## src/rtl/gpio_edge_ctrl.sv

```systemverilog
module gpio_edge_ctrl #(
  parameter int PINS      = 16,
  parameter int ADDR_W    = 3,
  parameter int TYPE_CODE = 3
) (
  input  logic              clk,
  input  logic              rst_n,
  input  logic [ADDR_W-1:0] addr,
  input  logic              wr_en,
  input  logic [31:0]       wdata,
  input  logic              rd_en,
  output logic [31:0]       rdata,
  input  logic [PINS-1:0]   pin_in,
  output logic [PINS-1:0]   pin_out,
  output logic [PINS-1:0]   pin_oe,
  output logic              irq
);

  localparam logic [ADDR_W-1:0] A_DIR  = ADDR_W'(0);
  localparam logic [ADDR_W-1:0] A_VAL  = ADDR_W'(1);
  localparam logic [ADDR_W-1:0] A_IEN  = ADDR_W'(2);
  localparam logic [ADDR_W-1:0] A_CHG  = ADDR_W'(3);
  localparam logic [ADDR_W-1:0] A_MASK = ADDR_W'(4);
  localparam logic [ADDR_W-1:0] A_TYPE = ADDR_W'(5);

  logic [PINS-1:0] dir_q, val_q, ien_q, chg_q, mask_q;
  logic [PINS-1:0] sync1_q, sync2_q, prev_q;
  logic [PINS-1:0] edge_hit, clr_bits, wd;

  assign wd       = wdata[PINS-1:0];
  assign edge_hit = sync2_q ^ prev_q;
  assign clr_bits = (wr_en && addr == A_CHG) ? wd : '0;
  assign pin_oe   = dir_q;
  assign pin_out  = val_q;
  assign irq      = |(chg_q & ien_q);

  always_ff @(posedge clk or negedge rst_n) begin
    if (!rst_n) begin
      sync1_q <= '0;
      sync2_q <= '0;
      prev_q  <= '0;
    end else begin
      sync1_q <= pin_in;
      sync2_q <= sync1_q;
      prev_q  <= sync2_q;
    end
  end

  always_ff @(posedge clk or negedge rst_n) begin
    if (!rst_n) begin
      dir_q  <= '0;
      val_q  <= '0;
      ien_q  <= '0;
      mask_q <= '1;
    end else if (wr_en) begin
      case (addr)
        A_DIR:   dir_q  <= wd;
        A_VAL:   val_q  <= (val_q & ~mask_q) | (wd & mask_q);
        A_IEN:   ien_q  <= wd;
        A_MASK:  mask_q <= wd;
        default: ;
      endcase
    end
  end

  always_ff @(posedge clk or negedge rst_n) begin
    if (!rst_n) chg_q <= '0;
    else        chg_q <= (chg_q & ~clr_bits) | edge_hit;
  end

  always_ff @(posedge clk or negedge rst_n) begin
    if (!rst_n) rdata <= '0;
    else if (rd_en) begin
      case (addr)
        A_DIR:   rdata <= 32'(dir_q);
        A_VAL:   rdata <= 32'(sync2_q);
        A_IEN:   rdata <= 32'(ien_q);
        A_CHG:   rdata <= 32'(chg_q);
        A_MASK:  rdata <= 32'(mask_q);
        A_TYPE:  rdata <= 32'(TYPE_CODE);
        default: rdata <= '0;
      endcase
    end
  end

  AST_EDGE_SETS: assert property (@(posedge clk) disable iff (!rst_n)
    (|edge_hit) |=> ((chg_q & $past(edge_hit)) == $past(edge_hit)));

  AST_CLEAR_WINS_ONLY_IDLE: assert property (@(posedge clk) disable iff (!rst_n)
    (wr_en && addr == A_CHG && edge_hit == '0) |=> (chg_q == ($past(chg_q) & ~$past(wd))));

  AST_DIR_TO_OE: assert property (@(posedge clk) disable iff (!rst_n)
    (wr_en && addr == A_DIR) |=> (pin_oe == $past(wd)));

  AST_MASK_HOLDS: assert property (@(posedge clk) disable iff (!rst_n)
    (wr_en && addr == A_VAL) |=> (((pin_out ^ $past(pin_out)) & ~$past(mask_q)) == '0));

  AST_IRQ_QUIET: assert property (@(posedge clk) disable iff (!rst_n)
    (chg_q == '0) |-> !irq);

  AST_TYPE_CONST: assert property (@(posedge clk) disable iff (!rst_n)
    (rd_en && addr == A_TYPE) |=> (rdata == 32'(TYPE_CODE)));

  AST_UPPER_ZERO: assert property (@(posedge clk) disable iff (!rst_n)
    (rdata >> PINS) == 32'd0);

endmodule

```

## config.mk

```make
export PLATFORM = sky130hd
export DESIGN_NAME = gpio_edge_ctrl
export DESIGN_NICKNAME = d
export VERILOG_FILES = /design/src/rtl/gpio_edge_ctrl.sv
export SDC_FILE = /design/constraint.sdc
export NUM_CORES = 1
export LEC_CHECK = 0
export BUFFER_PORTS_ARGS = -buffer_cell sky130_fd_sc_hd__buf_2
export CORE_MARGIN = 1.5
export CORE_UTILIZATION = 50
export DETAILED_ROUTE_END_ITERATION = 8
export GPL_ROUTABILITY_DRIVEN = 0
export PLACE_DENSITY = 0.74
export SYNTH_ARGS = -nofsm -noshare
export SYNTH_HDL_FRONTEND = slang
export SYNTH_SLANG_ARGS = --single-unit
```

## constraint.sdc

```tcl
create_clock -name clk -period 1.97 [get_ports clk]
set_input_delay 0.197 -clock clk [delete_from_list [all_inputs] [get_ports clk]]
set_output_delay 0.197 -clock clk [all_outputs]
set_load 0.02 [all_outputs]
```

==> metrics, run 1 <==
status=completed; chip width=about 110 um; CP Cell Sequence=a22o_1 -> a221oi_2 -> nand4_1 -> buf_2; final worst setup slack=roughly 0.095 ns; Syn Inst Count=444; fill cell count=856; Overall Power=0.008625 W; worst hold path type=primary input to flip-flop; synthesis-to-finish area growth=25.88%; wire length per cell=18.65 um; Worst EP arrival=about 1.7 ns; endpoints failing setup=0; P_sw=0.002272 W; most frequent cell after synthesis=dfrtp_1; unique cell type count in the Yosys netlist=33; Max Cap Viol=0; CTS root buf=clkbuf_16; CTS tree=done; Pins Over Slew Limit=0; initial antenna violation count=1; Initial DRC Count=225; # rows=39; Core ar.=11470 um2; final worst-path cycle share=95.17%; vias in the first global route=roughly 4300; Starting Density=between 50% and 60%; Pwr per Cell Area=1162 nW/um2; ANT nets after route=0; largest net degree at the start of global routing=65; total track usage=a little under a quarter; total number of vias=about 4000; Setup TNS=0 ns; slowest CP cell=dfrtp_1; worst vdd ir=0.5978 mV; grt ovf=0; clock skew=0.006712 ns; first-pass GRT wire length=around 22000 um; IO Pins=between 100 and 150; port bufs=87; Worst setup SP type=flip-flop; Yosys warnings=0; switch share=26.34%; # H-tree levels=4; Inserted Clock Buffers=17; number of flops mapped to enable cells by yosys=0; clock sinks=144; number of post-CTS setup repair buffers=0; drt total wl=13620 um; Syn Area/Cell=~13 um2; top cells by area, synth=dfrtp_1, mux2_2, dfstp_2; Synth top cells by count=dfrtp_1, mux2_2, nand2_1; Gate power share=16.6%; Yosys top cell by area=dfrtp_1; Final min period=1.875 ns; max-slew headroom at the worst pin=35.09%; final net count=629; Yosys reg bits=144; Post-route DRC=0; Slew @ Worst Pin=0.9726 ns; asr flop ratio synth=100.0%; mapped cell area=slightly below 6000 um2; Final Hold Fails=0; Design Area, Final=7425 um2; sequential share of the synthesized area=61.43%; Skew-Pair Late Insertion Delay=0.42 ns; Detail Placement HPWL=8886 um; die area=12460 um2; clock slew at reported path FFs=0.06 ns; Int Pwr=between 0.006 and 0.007 W; crit-path max cell delay=approximately 0.39 ns; crit-path max FO=3; leak pwr=3.358 nW; clock share of power=39.8%; Post-DP Area=6588 um2; Req. time, crit path=~1.8 ns; Die Ht=around 110 um; Yosys top cell area share=54.31%; RSZ-0062 raised after global routing=no; Crit Path Class=flip-flop to primary output; vias per std cell=5.484; Initial DRT Pass Iterations=4; Post-Place Worst Slack=approximately 0.096 ns; CP endpoint kind=primary output; Fmax achieved=533.4 MHz; most frequently used flop master after synthesis=dfrtp_1; antenna fix cells=0; share of cells above drive strength 1=43.10%; Clock Path Buffers=2; Reg power frac=43.6%
[metrics by stage]
step	std cells	utilization (%)	hold slack, ns
2_1_floorplan	459	-	-0.09859
3_3_place_gp	681	57.45	0.2349
3_5_place_dp	681	57.45	0.2453
4_1_cts	730	64.64	0.03821
5_1_grt	730	64.75	0.06592
6_report	730	64.75	0.04529
[layout by cell type (no fill, tap or decap), types with 2 or more instances in the layout]
master / Yosys / routed
nand2b_1: 5 / 5
nor2_1: 9 / 9
clkbuf_16: 0 / 17
mux2_2: 83 / 83
buf_2: 8 / 86
buf_4: 19 / 24
a21oi_1: 14 / 14
nor2b_1: 13 / 13
dlygate4sd3_1: 0 / 17
clkbuf_8: 0 / 4
xnor2_1: 16 / 16
mux2_1: 2 / 2
a22oi_1: 11 / 11
nand2_1: 65 / 65
dfstp_2: 16 / 16
a221o_1: 10 / 10
o21ai_0: 5 / 5
conb_1: 1 / 16
clkinv_2: 0 / 3
bufinv_16: 0 / 4
clkinvlp_4: 0 / 3
buf_12: 0 / 3
dfrtp_1: 128 / 128
a22o_1: 14 / 14
a221oi_2: 0 / 4
[logic make-up after synthesis]
kind of cell | synth area share [%]
AOI/OAI and AO/OA | 7.976
xor gates and xnor gates | 2.376
buffers and inverters | 3.988
DFF | 61.43
muxes | 16.23
other | 0.06358
and+or+nand+nor | 7.934
[power by group through the flow]
stage	Clock [W]	Combinational [W]	Sequential, W
global route	0.00362	0.00154	0.00382
finish	0.00343	0.00143	0.00376
global placement	0	0.00136	0.00378
detailed placement	0	0.00140	0.00379
CTS	0.00347	0.00144	0.00376
floorplan	0	0.000638	0.00399
[routing by layer]
layer,up-vias,GRT usage (%),share of wire (%)
li1,1783,-,-
met5,-,0,0.095
met2,157,37.38,48
met4,2,9.873,2.0
met3,23,6.369,6.4
met1,2038,31.34,44
[what timing repair did]
item | in CTS | in global routing
hold buffers | 17 | 0
gates resized for setup | 2 | 2
setup endpoints to repair | 1 | 1
hold endpoints to repair | 69 | 0
[worst max-delay path: cells and delay by family (launching register included)]
kind	cells	cell delay (ns)
compound gates	2	0.51
flops	1	0.39
simple gates	1	0.16
buf+inv	1	0.19
[path summary, 6_finish.rpt]
| path | startpoint | endpoint | slack, ns | depth (start not counted) |
|---|---|---|---|---|
| max in group asynchronous | rst_n | mask_q[3]$_DFFE_PN1P_ | 0.94 | 3 |
| min | wdata[11] | ien_q[11]$_DFFE_PN0P_ | 0.05 | 2 |
| min reg2reg | sync1_q[9]$_DFF_PN0_ | sync2_q[9]$_DFF_PN0_ | 0.34 | 0 |
| min in group asynchronous | rst_n | sync2_q[15]$_DFF_PN0_ | 0.33 | 2 |
| max reg2reg | chg_q[9]$_DFF_PN0_ | rdata[9]$_DFFE_PN0P_ | 0.66 | 3 |
| max | ien_q[8]$_DFFE_PN0P_ | irq | 0.1 | 4 |
[cell type report]
cell class	count	area (um2)	share of cell area, %
Sequential cell	144	3623	48.80
Multi-Input combinational cell	278	2121	28.56
Timing Repair Buffer	131	852.1	11.48
Clock buffer	22	484.2	6.522
Tap cell	143	178.9	2.410
Clock inverter	10	157.7	2.123
Inverter	2	7.507	0.1011
Note: power is estimated with default switching activity, not from simulation.
==> run 2, diff against run 1 <==
==> constraint.sdc (replaced) <==
create_clock -name clk -period 1.97 [get_ports clk]
set_input_delay 0.0985 -clock clk [delete_from_list [all_inputs] [get_ports clk]]
set_output_delay 0.0985 -clock clk [all_outputs]
set_load 0.02 [all_outputs]
==> run 2 against run 1 <==
  * Flip-flop and latch count unchanged
  * Clock-buffer cell count up 3
  * Final cell count up 1.4%
  * Worst hold slack better by 0.14 ns
  * Utilization down 0.21 points
  * Die area unchanged
  * Sequential power about the same
  * Critical endpoint unchanged
==> metrics, run 2 (synthesized netlist as in run 1, its figures left out) <==
Worst EP arrival=1.73 ns; Req. time, crit path=1.87 ns; CP endpoint kind=primary output; worst hold path type=primary input to async pin; endpoints failing setup=0; max-slew headroom at the worst pin=34.94%; IO Pins=120; placed insts=674; clock sinks=between 100 and 150; clock slew at reported path FFs=~0.050 ns; most frequent cells in the layout=dfrtp_1, buf_2, mux2_2, nand2_1, dlygate4sd3_1; leak pwr=3.336 nW; Setup TNS=0 ns; Final Hold Fails=0; Slew @ Worst Pin=just under 1 ns; die area=12460 um2; Pins Over Slew Limit=0; initial antenna violation count=1; Die Ht=around 110 um; Clock Path Buffers=2; CTS tree=done; fin cells=740; share of cells above drive strength 1=40.03%; ANT nets after route=0; final worst-path cycle share=92.65%; total number of vias=~4000; vias per std cell=5.358; Worst setup SP type=flip-flop; Initial DRT Pass Iterations=4; antenna fix cells=0; Final min period=roughly 1.8 ns; RSZ-0062 raised after global routing=no; status=completed; Skew-Pair Late Insertion Delay=~0.42 ns; Inserted Clock Buffers=17; Starting Density=51.43%; largest net degree at the start of global routing=51; CTS root buf=clkbuf_16; worst vdd ir=0.7449 mV; # rows=39; # H-tree levels=4; final net count=639; clock skew=0.01102 ns; synthesis-to-finish area growth=25.48%; drt total wl=13350 um; Detail Placement HPWL=8740 um; Crit Path Class=flip-flop to primary output; Fmax achieved=547.9 MHz; crit-path max FO=3; port bufs=87; chip width=111.6 um; Pwr per Cell Area=1080 nW/um2; number of post-CTS setup repair buffers=0; most common cell after layout, fill and taps aside=dfrtp_1; wire length per cell=between 15 and 20 um; total track usage=between 20% and 30%; Post-route DRC=0; Max Cap Viol=0; first-pass GRT wire length=21400 um; Initial DRC Count=between 200 and 250; vias in the first global route=between 4000 and 5000; Core ar.=11470 um2; grt ovf=0
[run 2: cell count changes in the layout (fill, tap and decap cells not counted), moves of 3 or more]
cell,delta
dlygate4sd3_1,+17
buf_4,-7
clkbuf_1,+5
bufinv_16,-4
clkinv_2,+3
[run 2: metal layers]
layer | up-vias | GRT usage [%] | wire [um]
met2 | 139 | 36.32 | 6498
met3 | 19 | 6.260 | 710
met1 | 2001 | 30.67 | 5967
met4 | 2 | 7.004 | 161
li1 | 1804 | - | -
met5 | - | 0 | 11
[run 2: area by class of cell]
class,instances,area (um2)
Fill cell,848,4066
Clock buffer,25,475.5
Tap cell,143,178.9
Inverter,2,7.507
Sequential cell,144,3623
Timing Repair Buffer,141,969.7
Multi-Input combinational cell,278,2108
Clock inverter,7,37.54
[run 2: final timing paths]
check | startpoint | endpoint | slack [ns] | cells past startpoint
worst max-delay path | ien_q[2]$_DFFE_PN0P_ | irq | 0.14 | 4
worst min-delay path | rst_n | sync2_q[3]$_DFF_PN0_ | 0.19 | 2
worst max register to register | chg_q[9]$_DFF_PN0_ | rdata[9]$_DFFE_PN0P_ | 0.63 | 3
worst min register to register | sync1_q[6]$_DFF_PN0_ | sync2_q[6]$_DFF_PN0_ | 0.34 | 0
max in group asynchronous | rst_n | mask_q[2]$_DFFE_PN1P_ | 1.02 | 3
min in group clk | wr_en | pin_oe[15]$_DFFE_PN0P_ | 0.24 | 4
[run 2: metrics by stage]
step / worst slack (ns) / hold WS [ns] / area [um2] / utilization (%) / power [W]
3_3_place_gp: 0.2123 / 0.06731 / 6535 / 56.99 / 0.005122
2_1_floorplan: 0.5812 / -0.1971 / 5954 / - / 0.004630
5_1_grt: 0.04434 / 0.2389 / 7401 / 64.54 / 0.008351
3_5_place_dp: 0.1531 / 0.07775 / 6535 / 56.99 / 0.005178
4_1_cts: 0.05225 / 0.2175 / 7388 / 64.43 / 0.008043
6_report: 0.1449 / 0.1881 / 7401 / 64.54 / 0.007996
[run 2: repair_timing]
action | CTS | global route
hold buffers | 34 | 0
gates resized for setup | 0 | 2
endpoints found under the setup margin | 0 | 1
hold endpoints to repair | 143 | 0
[run 2: power breakdown]
group          internal [W]  leakage, nW  switching (W)
Combinational      0.000675         1.43       0.000761
Clock               0.00166        0.255        0.00114
Sequential          0.00344         1.65       0.000311
[run 2: worst max-delay path, stage by stage (launching register included)]
cell and delay, ns:
dfrtp_1 0.40, a22o_1 0.23, a221oi_1 0.30, nand4_1 0.19, buf_2 0.20
